### src/rtl/hdx_pkg.sv
package hdx_pkg;

  typedef enum logic [1:0] {
    PH_LEAD  = 2'd0,
    PH_START = 2'd1,
    PH_DATA  = 2'd2,
    PH_STOP  = 2'd3
  } tx_phase_e;

  // half-bits in one frame: lead half + (start + data + stops) * 2
  function automatic int frame_halves(int data_w, logic two_stop);
    return 1 + 2 * (1 + data_w + (two_stop ? 2 : 1));
  endfunction

  // one character time (start + data + one stop) in half-bits
  function automatic int min_gap_halves(int data_w);
    return 2 * (data_w + 2);
  endfunction

  function automatic int eff_gap(int cfg, int data_w);
    return (cfg < min_gap_halves(data_w)) ? min_gap_halves(data_w) : cfg;
  endfunction

  function automatic tx_phase_e phase_of(int half, int data_w);
    int slot;
    if (half == 0) return PH_LEAD;
    slot = (half - 1) / 2;
    if (slot == 0) return PH_START;
    if (slot <= data_w) return PH_DATA;
    return PH_STOP;
  endfunction

endpackage

### src/rtl/hdx_half_timer.sv
module hdx_half_timer #(
  parameter int HALF = 8
) (
  input  logic clk,
  input  logic rst_n,
  input  logic samp_tick,
  input  logic resync,
  output logic half_pulse
);
  localparam int SW = (HALF > 1) ? $clog2(HALF) : 1;
  localparam logic [SW-1:0] LAST = SW'(HALF - 1);

  logic [SW-1:0] sub;

  assign half_pulse = samp_tick && (sub == LAST);

  always_ff @(posedge clk or negedge rst_n) begin
    if (!rst_n) begin
      sub <= '0;
    end else if (resync) begin
      sub <= '0;
    end else if (samp_tick) begin
      sub <= (sub == LAST) ? '0 : sub + 1'b1;
    end
  end
endmodule

### src/rtl/hdx_gap_meter.sv
module hdx_gap_meter
  import hdx_pkg::*;
#(
  parameter int DATA_W = 8,
  parameter int GAP_W  = 8,
  localparam int CNT_W = GAP_W + 1
) (
  input  logic             clk,
  input  logic             rst_n,
  input  logic             half_pulse,
  input  logic             clr,
  input  logic [GAP_W-1:0] gap_cfg,
  output logic [CNT_W-1:0] gap_cnt,
  output logic             gap_done
);
  logic [CNT_W-1:0] eff_lim;

  assign eff_lim  = CNT_W'(eff_gap(int'(gap_cfg), DATA_W));
  // this half-bit edge completes the required silence (limit plus one half)
  assign gap_done = half_pulse && (gap_cnt >= eff_lim);

  always_ff @(posedge clk or negedge rst_n) begin
    if (!rst_n) begin
      gap_cnt <= '0;
    end else if (clr) begin
      gap_cnt <= '0;
    end else if (half_pulse && (gap_cnt != '1)) begin
      gap_cnt <= gap_cnt + 1'b1;
    end
  end
endmodule

### src/rtl/hdx_frame_tx.sv
module hdx_frame_tx
  import hdx_pkg::*;
#(
  parameter int DATA_W = 8
) (
  input  logic              clk,
  input  logic              rst_n,
  input  logic              half_pulse,
  input  logic              launch,
  input  logic [DATA_W-1:0] data_in,
  input  logic              two_stop_in,
  output logic              line_o,
  output logic              drv_o,
  output logic              last_o
);
  localparam int MAXH = frame_halves(DATA_W, 1'b1);
  localparam int HW   = $clog2(MAXH + 1);
  localparam int IW   = (DATA_W > 1) ? $clog2(DATA_W) : 1;

  logic              active;
  logic [HW-1:0]     half_idx;
  logic [DATA_W-1:0] data_q;
  logic              two_q;
  logic [HW-1:0]     last_idx;
  logic [IW-1:0]     bit_sel;
  int                dsel;

  assign last_idx = HW'(frame_halves(DATA_W, two_q) - 1);
  assign last_o   = active && half_pulse && (half_idx == last_idx);
  assign drv_o    = active;

  always_ff @(posedge clk or negedge rst_n) begin
    if (!rst_n) begin
      active   <= 1'b0;
      half_idx <= '0;
      data_q   <= '0;
      two_q    <= 1'b0;
    end else if (launch) begin
      active   <= 1'b1;
      half_idx <= '0;
      data_q   <= data_in;
      two_q    <= two_stop_in;
    end else if (last_o) begin
      active   <= 1'b0;
      half_idx <= '0;
    end else if (active && half_pulse) begin
      half_idx <= half_idx + 1'b1;
    end
  end

  always_comb begin
    dsel    = (int'(half_idx) - 3) / 2;
    bit_sel = dsel[IW-1:0];
    line_o  = 1'b1;
    if (active) begin
      unique case (phase_of(int'(half_idx), DATA_W))
        PH_LEAD:  line_o = 1'b1;
        PH_START: line_o = 1'b0;
        PH_DATA:  line_o = data_q[bit_sel];
        PH_STOP:  line_o = 1'b1;
      endcase
    end
  end
endmodule

### src/rtl/hdx_turnaround_ctl.sv
module hdx_turnaround_ctl
  import hdx_pkg::*;
#(
  parameter int OVS    = 16,
  parameter int DATA_W = 8,
  parameter int GAP_W  = 8
) (
  input  logic              clk,
  input  logic              rst_n,
  input  logic              samp_tick,
  input  logic              tx_req,
  input  logic [DATA_W-1:0] tx_data,
  input  logic              rx_done,
  input  logic              rx_line,
  input  logic [GAP_W-1:0]  gap_cfg,
  input  logic              two_stop,
  output logic              tx_line,
  output logic              drv_en,
  output logic              busy,
  output logic              tx_done
);
  localparam int HALF  = OVS / 2;
  localparam int CNT_W = GAP_W + 1;

  // named internal events, visible to the bound checker
  logic             half_pulse;
  logic             idle_act;
  logic             gap_clr;
  logic             gap_done;
  logic             launch;
  logic [CNT_W-1:0] gap_cnt;
  logic             pend_valid;
  logic [DATA_W-1:0] pend_data;

  // receive activity only counts while this node is not driving
  assign idle_act = (rx_done || !rx_line) && !drv_en;
  assign gap_clr  = idle_act || tx_done;
  assign launch   = pend_valid && !drv_en && gap_done && !idle_act;
  assign busy     = pend_valid || drv_en;

  hdx_half_timer #(.HALF(HALF)) u_half (
    .clk        (clk),
    .rst_n      (rst_n),
    .samp_tick  (samp_tick),
    .resync     (idle_act),
    .half_pulse (half_pulse)
  );

  hdx_gap_meter #(.DATA_W(DATA_W), .GAP_W(GAP_W)) u_gap (
    .clk        (clk),
    .rst_n      (rst_n),
    .half_pulse (half_pulse),
    .clr        (gap_clr),
    .gap_cfg    (gap_cfg),
    .gap_cnt    (gap_cnt),
    .gap_done   (gap_done)
  );

  hdx_frame_tx #(.DATA_W(DATA_W)) u_frame (
    .clk         (clk),
    .rst_n       (rst_n),
    .half_pulse  (half_pulse),
    .launch      (launch),
    .data_in     (pend_data),
    .two_stop_in (two_stop),
    .line_o      (tx_line),
    .drv_o       (drv_en),
    .last_o      (tx_done)
  );

  always_ff @(posedge clk or negedge rst_n) begin
    if (!rst_n) begin
      pend_valid <= 1'b0;
      pend_data  <= '0;
    end else if (launch) begin
      pend_valid <= 1'b0;
    end else if (tx_req && !pend_valid) begin
      pend_valid <= 1'b1;
      pend_data  <= tx_data;
    end
  end
endmodule

### config.mk
export PLATFORM = sky130hd
export DESIGN_NAME = hdx_turnaround_ctl
export DESIGN_NICKNAME = d
export VERILOG_FILES = /design/src/rtl/hdx_pkg.sv /design/src/rtl/hdx_half_timer.sv /design/src/rtl/hdx_gap_meter.sv /design/src/rtl/hdx_frame_tx.sv /design/src/rtl/hdx_turnaround_ctl.sv
export SDC_FILE = /design/constraint.sdc
export NUM_CORES = 1
export LEC_CHECK = 0
export ABC_AREA = 1
export CORE_ASPECT_RATIO = 0.5
export CORE_UTILIZATION = 50
export DETAILED_ROUTE_END_ITERATION = 7
export PLACE_DENSITY = 0.71
export RECOVER_POWER = 50
export SYNTH_ARGS = -nofsm -noshare
export SYNTH_HDL_FRONTEND = slang
export SYNTH_HIERARCHICAL = 1
export SYNTH_SLANG_ARGS = --single-unit
### constraint.sdc
create_clock -name clk -period 11.4 [get_ports clk]
set_input_delay 2.28 -clock clk [delete_from_list [all_inputs] [get_ports clk]]
set_output_delay 2.28 -clock clk [all_outputs]
set_load 0.05 [all_outputs]
## Word-level counts from Yosys, hierarchy flattened

Index checks and enable logic that the tools add are counted.

- Add/subtract/negate cells: 10
- $lt $le $gt $ge: 4
- Eq/ne operators: 6
- Mux-type cells: 34
- Bitwise gates (word level): 3
- Reductions and logical operators: 27

Operators by type and width:

| cell | number |
|---|---|
| $add 32x1->32 | 1 |
| $le 32x5->1 const B | 1 |
| $logic_not 32->1 | 1 |
| $mux 9 | 2 |
| $mux 2 | 8 |
| $mux 1 | 15 |
| $mux 5 | 3 |
| $logic_and 1x1->1 | 10 |
| $add 9x1->9 const B | 1 |
| $ge 9x9->1 | 1 |
| $mux 3 | 3 |
| $ne 9x9->1 const B | 1 |
| $lt 8x5->1 const B | 1 |
| $mux 8 | 1 |
| $reduce_bool 2->1 | 4 |
| $sub 5x1->6 const B | 1 |
| $sub 5x2->6 const B | 1 |
| $add 2x5->5 const A | 1 |
| $add 5x1->5 const B | 1 |
| $eq 5x5->1 | 1 |
| $logic_not 5->1 | 1 |
| $sub 5x2->5 const B | 1 |
| $add 4x4->4 const A | 1 |
| $eq 2x2->1 const B | 2 |
| other kinds (15) | 21 |

- Flip-flop bits (word level): 36
- Input bits: 23
- Output and inout bits: 4
- Word-level logic and storage cells: 92

## Depth between registers and ports, before layout

Gate-level depths: netlist (run 1).

- Depth after elaboration: 18
- Depth in mapped cells: 22
- Depth with buffers taken out: 22

## By module

Netlist (run 1), hierarchy kept.

By module, submodules not included:

| module | times used | cells an instance | area an instance (µm²) | seq. area each (µm²) |
|---|---|---|---|---|
| hdx_frame_tx | 1 | 190 | 1393.8 | 375.4 |
| hdx_gap_meter | 1 | 105 | 759.5 | 225.2 |
| hdx_turnaround_ctl | 1 | 49 | 410.4 | 225.2 |
| hdx_half_timer | 1 | 21 | 162.7 | 75.1 |

## Worst setup path after synthesis (run 1)

No wires, ideal clock.

- Path kind: input port to output port
- Start point: input port samp_tick
- End point: output port tx_done
- Arrival time: 3489 ps
- Required time: 9120 ps
- Slack: 5631 ps
- Stages: 6
- Path buffers: 0
- Path through: nand2_1 inv_1 nand2_1 a21oi_1 o21ai_0 nor2_1

- Longest elaborated chain between the ends: 3

Ends and longest elaborated chain:

| item | RTL line | text |
|---|---|---|
| from (decl) | hdx_turnaround_ctl.sv:10 | `input logic samp_tick,` |
| $logic_and 1x1->1 | hdx_half_timer.sv:15 | `assign half_pulse = samp_tick && (sub == LAST);` |
| net half_pulse | hdx_turnaround_ctl.sv:26 | `logic half_pulse;` |
| $logic_and 1x1->1 (2 in series) | hdx_frame_tx.sv:29 | `assign last_o = active && half_pulse && (half_idx == last_idx);` |
| to (decl) | hdx_turnaround_ctl.sv:20 | `output logic tx_done` |

The timed path passes the listed nets, and every way through them passes these cells.

## Final worst setup path (run 1)

Same ends and word-level chain as after synthesis.

==> summary.md, run 1 <==
| Metric | Value |
|---|---|
| Status | `complete, but fails checks` |
| Failing checks | `max-capacitance violations, max-slew violations` |
| Final Cycle Share | `0.587` |
| Starting DRT DRC Count | `74` |
| Die height | `approximately 54 um` |
| Die width | `106 um` |
| Critical Path RT | `~9 ns` |
| DRC Markers | `0` |
| Final setup violation count | `0` |
| Placer Congestion | `roughly 0.8` |
| Non-Filler Instances | `between 400 and 500` |
| Setup bufs post-CTS | `0` |
| RSZ-0062 raised after global routing | `false` |
| Design area | `slightly above 3000 um2` |
| Syn Nets | `between 400 and 500` |
| Internal cell power | `0.188 mW` |
| Highest Clock Rate | `between 100 and 150 MHz` |
| Clk_lat worst skew | `~0.28 ns` |
| Seq. cell area | `around 900 um2` |
| R2r setup slk | `8.86 ns` |
| Area of the multi-input gates | `1550 um2` |
| Synthesized area | `approximately 2700 um2` |
| DR pass1 iterations | `4` |
| Nature of the critical path startpoint | `input pin` |
| Avg WL per Cell | `10.8 um` |
| Final ANT Viol Nets | `0` |
| CTS Buffer Depth | `2` |
| CTS tree | `done` |
| IO Pins | `27` |
| Initial antenna violation count | `0` |
| Share of cells above drive strength 1 | `0.111` |
| CP Capture Type | `output port` |
| Power per Cell Area | `roughly 78 nW/um2` |
| CP peak stage delay | `between 0.8 and 0.9 ns` |
| Switching Fraction | `0.220` |
| Placement Setup Slack | `between 4 and 5 ns` |
| Root buffer cell | `clkbuf_8` |
| Worst r2r src | `u_gap/gap_cnt[7]$_DFFE_PN0P_` |
| Sequential area share after synthesis | `0.330` |
| Clock transition at the registers of the reported paths | `0.07 ns` |
| Slew Limit Fails | `37` |
| Final Power | `0.241 mW` |
| Port bufs | `26` |
| Max_cap viols | `1` |
| Peak VDD IR | `between 0.03 and 0.04 mV` |
| All-Layer GR Usage | `0.192` |
| DR vias/cell | `5.00` |
| Clk_skew | `slightly above 0.006 ns` |
| Post-layout util | `0.612` |
| Total CTS buffers | `5` |
| Most frequent cells in the layout | `101 x nand2_1, 46 x inv_1, 36 x nor2_1, 36 x dfrtp_1, 28 x nand3_1` |
| Syn. warnings | `6` |
| Critical path type | `in -> out` |
| Leakage | `1.58 nW` |
| Worst path bufs/invs | `3` |
| Nets | `444` |
| H-tree levels | `2` |
| Area Growth Syn to Fin | `14.2%` |
| Core area | `about 5100 um2` |
| Setup TNS | `0 ns` |
| Largest net degree at the start of global routing | `37` |
| Post-DP HPWL | `between 4 and 5 mm` |
| # hold bufs at CTS | `0` |
| Cts repair resizes | `0` |
| Psw | `approximately 0.053 mW` |
| Crit path max fanout | `5` |
| Placed instance area | `about 3000 um2` |
| Commonest non-fill, non-tap cell in the layout | `nand2_1` |
| Critical-path cell list | `clkdlybuf4s50_1, nand2_1, inv_1, nand2_1, a21oi_1, o21ai_0, nor2_1, clkdlybuf4s50_1` |
| Initial Util | `0.536` |
| Number of global-route vias before repair | `around 2100` |
| Post-synthesis cell count | `roughly 370` |
| FILL cells | `489` |
| Cells on worst reg2reg path | `11` |
| Via Count | `approximately 2300` |
| Row count | `18` |
| Hold path start | `pend_data[6]$_DFFE_PN0P_` |
| DIE AREA | `5770 um2` |
| N_diodes | `0` |
| Grt ovf | `0` |
| Placed Cells | `roughly 460` |
| Slowest-stage cell, CP | `clkdlybuf4s50_1` |
| Hold Fails Final Rpt | `0` |
| Hold_ws | `between 0.4 and 0.5 ns` |
| PnR worst setup slack | `4.70 ns` |
| CP delay by family, top | `buffers and inverters` |
| Synth cell types | `38` |
| Syn avg cell area | `~7.5 um2` |
| Clock sinks | `36` |
| Worst-Margin Slew | `approximately 1.8 ns` |
| Relative slew margins | `-0.231` |
| Worst Hold Path EP | `pend_data[6]$_DFFE_PN0P_` |
| First-pass GRT wire length | `8.74 mm` |
| R2r endpoint | `u_frame/half_idx[3]$_DFFE_PN0P_` |
| Data arrival time of the worst path | `between 4 and 5 ns` |
| Hold WC Path Type | `reg -> reg` |
| Combinational fraction of design power | `0.078` |
| Yosys reg bits | `36` |
| Hold path depth | `2` |
| Sequential share of power | `0.547` |
| Final Critical Period | `roughly 6.7 ns` |
| Post-Route WL | `approximately 5 mm` |
| Clk pwr share | `0.376` |
worst max path at each step:
stage / start / endpoint / depth (start not counted)
4_1_cts: samp_tick / tx_done / 8
2_1_floorplan: samp_tick / tx_done / 6
5_1_grt: samp_tick / tx_done / 8
3_5_place_dp: samp_tick / tx_done / 8
3_3_place_gp: samp_tick / tx_done / 8
6_report: samp_tick / tx_done / 8
layer usage:
metal	global-route usage	vias to the layer above	wire, um
met5	0	-	0
met2	0.372	38	2500
li1	-	1213	-
met3	0.0321	5	121
met4	0.0548	0	40
met1	0.228	1071	2370
layout make-up:
| type | instances | share of cell area |
|---|---|---|
| Inverter | 56 | 0.0695 |
| Multi-Input combinational cell | 268 | 0.499 |
| Clock inverter | 2 | 0.00321 |
| Clock buffer | 6 | 0.0265 |
| Tap cell | 70 | 0.0281 |
| Timing Repair Buffer | 27 | 0.0848 |
| Sequential cell | 36 | 0.289 |
synth_stat cells (all sizes together):
cell | number | area (um2)
o31ai | 1 | 7.51
inv | 54 | 208
nor2 | 45 | 225
or2 | 2 | 12.5
ha | 27 | 338
clkbuf | 2 | 17.5
and2 | 1 | 6.26
xnor2 | 1 | 8.76
clkinv | 2 | 8.75
a21oi | 15 | 78.8
o211ai | 2 | 15.0
dfrtp | 36 | 901
nor4 | 2 | 12.5
o21ai | 16 | 80.1
nand2 | 111 | 469
xor2 | 4 | 35.0
nand4 | 5 | 46.3
nand3 | 33 | 205
nor3 | 3 | 20.0
buf | 3 | 31.3
worst register-to-register path: cells and delay by family, from the launching register on:
family	cells	cell delay, ns
buf+inv	2	0.26
fa+ha+maj	1	0.32
simple gates	5	0.85
flops	1	0.43
compound gates	3	0.56
power groups by stage:
stage | clock [mW] | combinational, mW | sequential, mW
finish | 0.0907 | 0.0187 | 0.132
global route | 0.0984 | 0.0218 | 0.132
CTS | 0.0932 | 0.0195 | 0.132
detailed placement | 0 | 0.0195 | 0.134
global placement | 0 | 0.0190 | 0.134
floorplan | 0 | 0.00777 | 0.134
sequential cells by signal, summed over array words and instances (netlist names):
signal	cells
pend_data	8
pend_valid	1
u_frame/data_q	8
u_frame/drv_o	1
u_frame/half_idx	5
u_frame/two_q	1
u_gap/gap_cnt	9
u_half/sub	3
cells by family after synthesis:
kind of cell | count (synthesis) | share of synthesized area
simple gates | 202 | 0.366
buf+inv | 61 | 0.0973
flops | 36 | 0.330
compound gates | 34 | 0.0665
fa+ha+maj | 27 | 0.124
xor+xnor | 5 | 0.0161
No activity file was read; power rests on OpenSTA's default activity.
==> run 2: changes to the inputs <==
--- a/config.mk
+++ b/config.mk
@@ -9,7 +9,7 @@
 export CORE_ASPECT_RATIO = 0.5
 export CORE_UTILIZATION = 50
 export DETAILED_ROUTE_END_ITERATION = 7
-export PLACE_DENSITY = 0.71
+export PLACE_DENSITY = 0.74
 export RECOVER_POWER = 50
 export SYNTH_ARGS = -nofsm -noshare
 export SYNTH_HDL_FRONTEND = slang
==> constraint.sdc (replaced) <==
create_clock -name clk -period 5.65 [get_ports clk]
set_input_delay 1.13 -clock clk [delete_from_list [all_inputs] [get_ports clk]]
set_output_delay 1.13 -clock clk [all_outputs]
set_load 0.05 [all_outputs]
==> run 2 against run 1 <==
  * The flow still finishes with violations (max-capacitance violations, max-slew violations)
  * Global-route usage up 1.4 points
  * Clock power rose to 2.5 times the previous value
  * Cell area up 0.68%
  * Combinational power up 110%
  * Sequential cell count unchanged
  * Core utilization up 0.42 points
  * Highest routed layer unchanged
==> summary.md, run 2 (same netlist as run 1, synthesis figures left out) <==
| Metric | Value |
|---|---|
| Root buffer cell | `clkbuf_8 (unchanged)` |
| Clk pwr share | `0.426 (was 0.376)` |
| Most flop-heavy register | `u_gap/gap_cnt (unchanged)` |
| CTS Buffer Depth | `2 (unchanged)` |
| Hold WC Path Type | `reg -> reg (unchanged)` |
| Clock transition at the registers of the reported paths | `0.07 ns (about the same)` |
| Slew Limit Fails | `37 (unchanged)` |
| Final ANT Viol Nets | `0 (unchanged)` |
| Final Cycle Share | `0.889` |
| Total CTS buffers | `5 (unchanged)` |
| Non-Filler Instances | `465 (unchanged)` |
| Power per Cell Area | `170 nW/um2 (was 77.5 nW/um2)` |
| Die height | `54.2 um (unchanged)` |
| Peak VDD IR | `0.141 mV (was 0.0383 mV)` |
| Placed instance area | `3030 um2 (unchanged)` |
| Max_cap viols | `1 (unchanged)` |
| Final Critical Period | `about 5.0 ns` |
| Failing checks | `max-capacitance violations, max-slew violations (unchanged)` |
| Setup bufs post-CTS | `0 (unchanged)` |
| Largest register FFs | `9 (unchanged)` |
| Critical Path RT | `4.52 ns (was 9.12 ns)` |
| Relative slew margins | `-0.236 (was -0.231)` |
| Post-Route WL | `5.34 mm (was 5.03 mm)` |
| Seq. cell area | `901 um2 (unchanged)` |
| Combinational fraction of design power | `0.073 (was 0.078)` |
| Switching Fraction | `0.223 (was 0.220)` |
| Die width | `106 um (unchanged)` |
| Placed Cells | `457 (unchanged)` |
| Initial antenna violation count | `0 (unchanged)` |
| Starting DRT DRC Count | `137 (was 74)` |
| RSZ-0062 raised after global routing | `false (unchanged)` |
| Core area | `5090 um2 (unchanged)` |
| Sequential share of power | `0.501 (was 0.547)` |
| Largest net degree at the start of global routing | `37 (unchanged)` |
| DR vias/cell | `5.02 (was 5.00)` |
| All-Layer GR Usage | `0.206 (was 0.192)` |
| DR pass1 iterations | `4 (unchanged)` |
| Hold Fails Final Rpt | `0 (unchanged)` |
| Nature of the critical path startpoint | `flip-flop (was input pin)` |
| Clk_skew | `0.00517 ns (was 0.00605 ns)` |
| Clk_lat worst skew | `0.29 ns (was 0.28 ns)` |
| Avg WL per Cell | `11.5 um (was 10.8 um)` |
| Setup TNS | `0 ns (unchanged)` |
| Leakage | `1.58 nW (about the same)` |
| Psw | `0.119 mW (was 0.0531 mW)` |
| Internal cell power | `0.413 mW (was 0.188 mW)` |
| IO Pins | `27 (unchanged)` |
| Grt ovf | `0 (unchanged)` |
| CP Capture Type | `output port (unchanged)` |
| Most frequent cells in the layout | `101 x nand2_1, 46 x inv_1, 36 x nor2_1, 36 x dfrtp_1, 28 x nand3_1 (unchanged)` |
| N_diodes | `0 (unchanged)` |
| Worst-Margin Slew | `1.85 ns (about the same)` |
| Critical path type | `reg -> out (was in -> out)` |
| H-tree levels | `2 (unchanged)` |
| CTS tree | `done (unchanged)` |
| Final setup violation count | `0 (unchanged)` |
| Crit path max fanout | `8 (was 5)` |
| Biggest regs | `u_gap/gap_cnt: 9 flops, pend_data: 8 flops, u_frame/data_q: 8 flops (unchanged)` |
| Number of global-route vias before repair | `2140 (was 2096)` |
| Initial Util | `0.536 (unchanged)` |
| Clock sinks | `36 (unchanged)` |
| FILL cells | `475 (was 489)` |
| Design area | `3140 um2 (was 3110 um2)` |
| Area of the multi-input gates | `1550 um2 (unchanged)` |
| Nets | `444 (unchanged)` |
| Final Power | `0.532 mW (was 0.241 mW)` |
| Highest Clock Rate | `around 200 MHz` |
| Share of cells above drive strength 1 | `0.111 (unchanged)` |
| Status | `complete, but fails checks (unchanged)` |
| DIE AREA | `5770 um2 (unchanged)` |
| Via Count | `2335 (was 2327)` |
| Data arrival time of the worst path | `3.89 ns (was 4.42 ns)` |
| Commonest non-fill, non-tap cell in the layout | `nand2_1 (unchanged)` |
| Placer Congestion | `0.845 (was 0.779)` |
| Hold_ws | `0.482 ns (was 0.470 ns)` |
| Post-DP HPWL | `4.30 mm (was 4.06 mm)` |
| Port bufs | `26 (unchanged)` |
| Row count | `18 (unchanged)` |
| First-pass GRT wire length | `9.22 mm (was 8.74 mm)` |
| DRC Markers | `0 (unchanged)` |
| Area Growth Syn to Fin | `15.0% (was 14.2%)` |
==> run 2: changes by cell type in the layout (fill, tap and decap cells not counted) <==
cell             change
bufinv_16            +1
dlymetal6s2s_1       +1
clkinvlp_4           +1
clkinv_2             -1
clkdlybuf4s50_1      -1
clkbuf_8             -1
==> run 2: worst max-delay path, stage by stage, from the launching register on <==
cell and delay, ns:
dfrtp_1 0.56, inv_1 0.09, ha_1 0.34, inv_1 0.08
ha_1 0.22, ha_1 0.26, nand3_1 0.12, ha_1 0.29
nand2_1 0.05, nor2_1 0.20, nand4_4 0.14, nor2_4 0.14
nand2_2 0.06, nand2_2 0.08, nand3_1 0.09, ha_1 0.28
inv_1 0.04, nand2_1 0.05, nand2_1 0.04, nand2_1 0.04
dlymetal6s2s_1 0.42
==> run 2: per-layer routing <==
layer / wire length (um) / share of wire / track usage / vias up
met2: 2530 / 0.47 / 0.382 / 31
met5: 0 / 0 / 0 / -
met1: 2550 / 0.48 / 0.249 / 1068
li1: - / - / - / 1221
met3: 124 / 0.023 / 0.0357 / 15
met4: 130 / 0.024 / 0.0868 / 0
==> run 2: repair_timing <==
action | in CTS | in global routing
gates resized for setup | 0 | 1
endpoints found under the setup margin | 0 | 1
hold buffers | 0 | 0
==> run 2: path summary, 6_finish.rpt <==
check	startpoint	end	slack (ns)	depth (start not counted)
worst max register to register	u_gap/gap_cnt[7]$_DFFE_PN0P_	u_frame/half_idx[1]$_DFFE_PN0P_	3.15	11
worst min-delay path	pend_data[2]$_DFFE_PN0P_	pend_data[2]$_DFFE_PN0P_	0.48	2
max in group asynchronous	rst_n	u_half/sub[2]$_DFFE_PN0P_	2.71	2
min in group asynchronous	rst_n	u_gap/gap_cnt[7]$_DFFE_PN0P_	1.87	2
worst min register to register	pend_data[2]$_DFFE_PN0P_	pend_data[2]$_DFFE_PN0P_	0.48	2
worst max-delay path	u_frame/half_idx[1]$_DFFE_PN0P_	tx_line	0.63	20
==> run 2: power groups by stage <==
stage / Sequential (mW) / Clock, mW / Combinational [mW]
5_1_grt: 0.267 / 0.241 / 0.0445
3_3_place_gp: 0.271 / 0 / 0.0386
4_1_cts: 0.267 / 0.229 / 0.0401
3_5_place_dp: 0.272 / 0 / 0.0400
2_1_floorplan: 0.270 / 0 / 0.0157
6_report: 0.267 / 0.227 / 0.0386
==> run 2: stage by stage <==
step                      setup WS [ns]   util
final                             0.630  0.616
after global routing              0.343  0.616
after CTS                         0.216  0.618
after detailed placement          0.546  0.596
after global placement            0.737  0.596
after floorplan                    1.36      -
==> run 2: cell type report <==
type / count / area share
timing repair buffer: 27 / 0.0850
clock buffer: 5 / 0.0219
clock inverter: 3 / 0.0136
sequential: 36 / 0.287
tap: 70 / 0.0279
multi-input combinational: 268 / 0.495
inverter: 56 / 0.0690
==> run 3: changes to the inputs <==
--- a/config.mk
+++ b/config.mk
@@ -11,6 +11,7 @@
 export DETAILED_ROUTE_END_ITERATION = 7
 export PLACE_DENSITY = 0.74
 export RECOVER_POWER = 50
+export SLEW_MARGIN = 20
 export SYNTH_ARGS = -nofsm -noshare
 export SYNTH_HDL_FRONTEND = slang
 export SYNTH_HIERARCHICAL = 1
==> results of run 3 <==
Same layout as run 2: the final DEF is identical, and so are final timing and power.
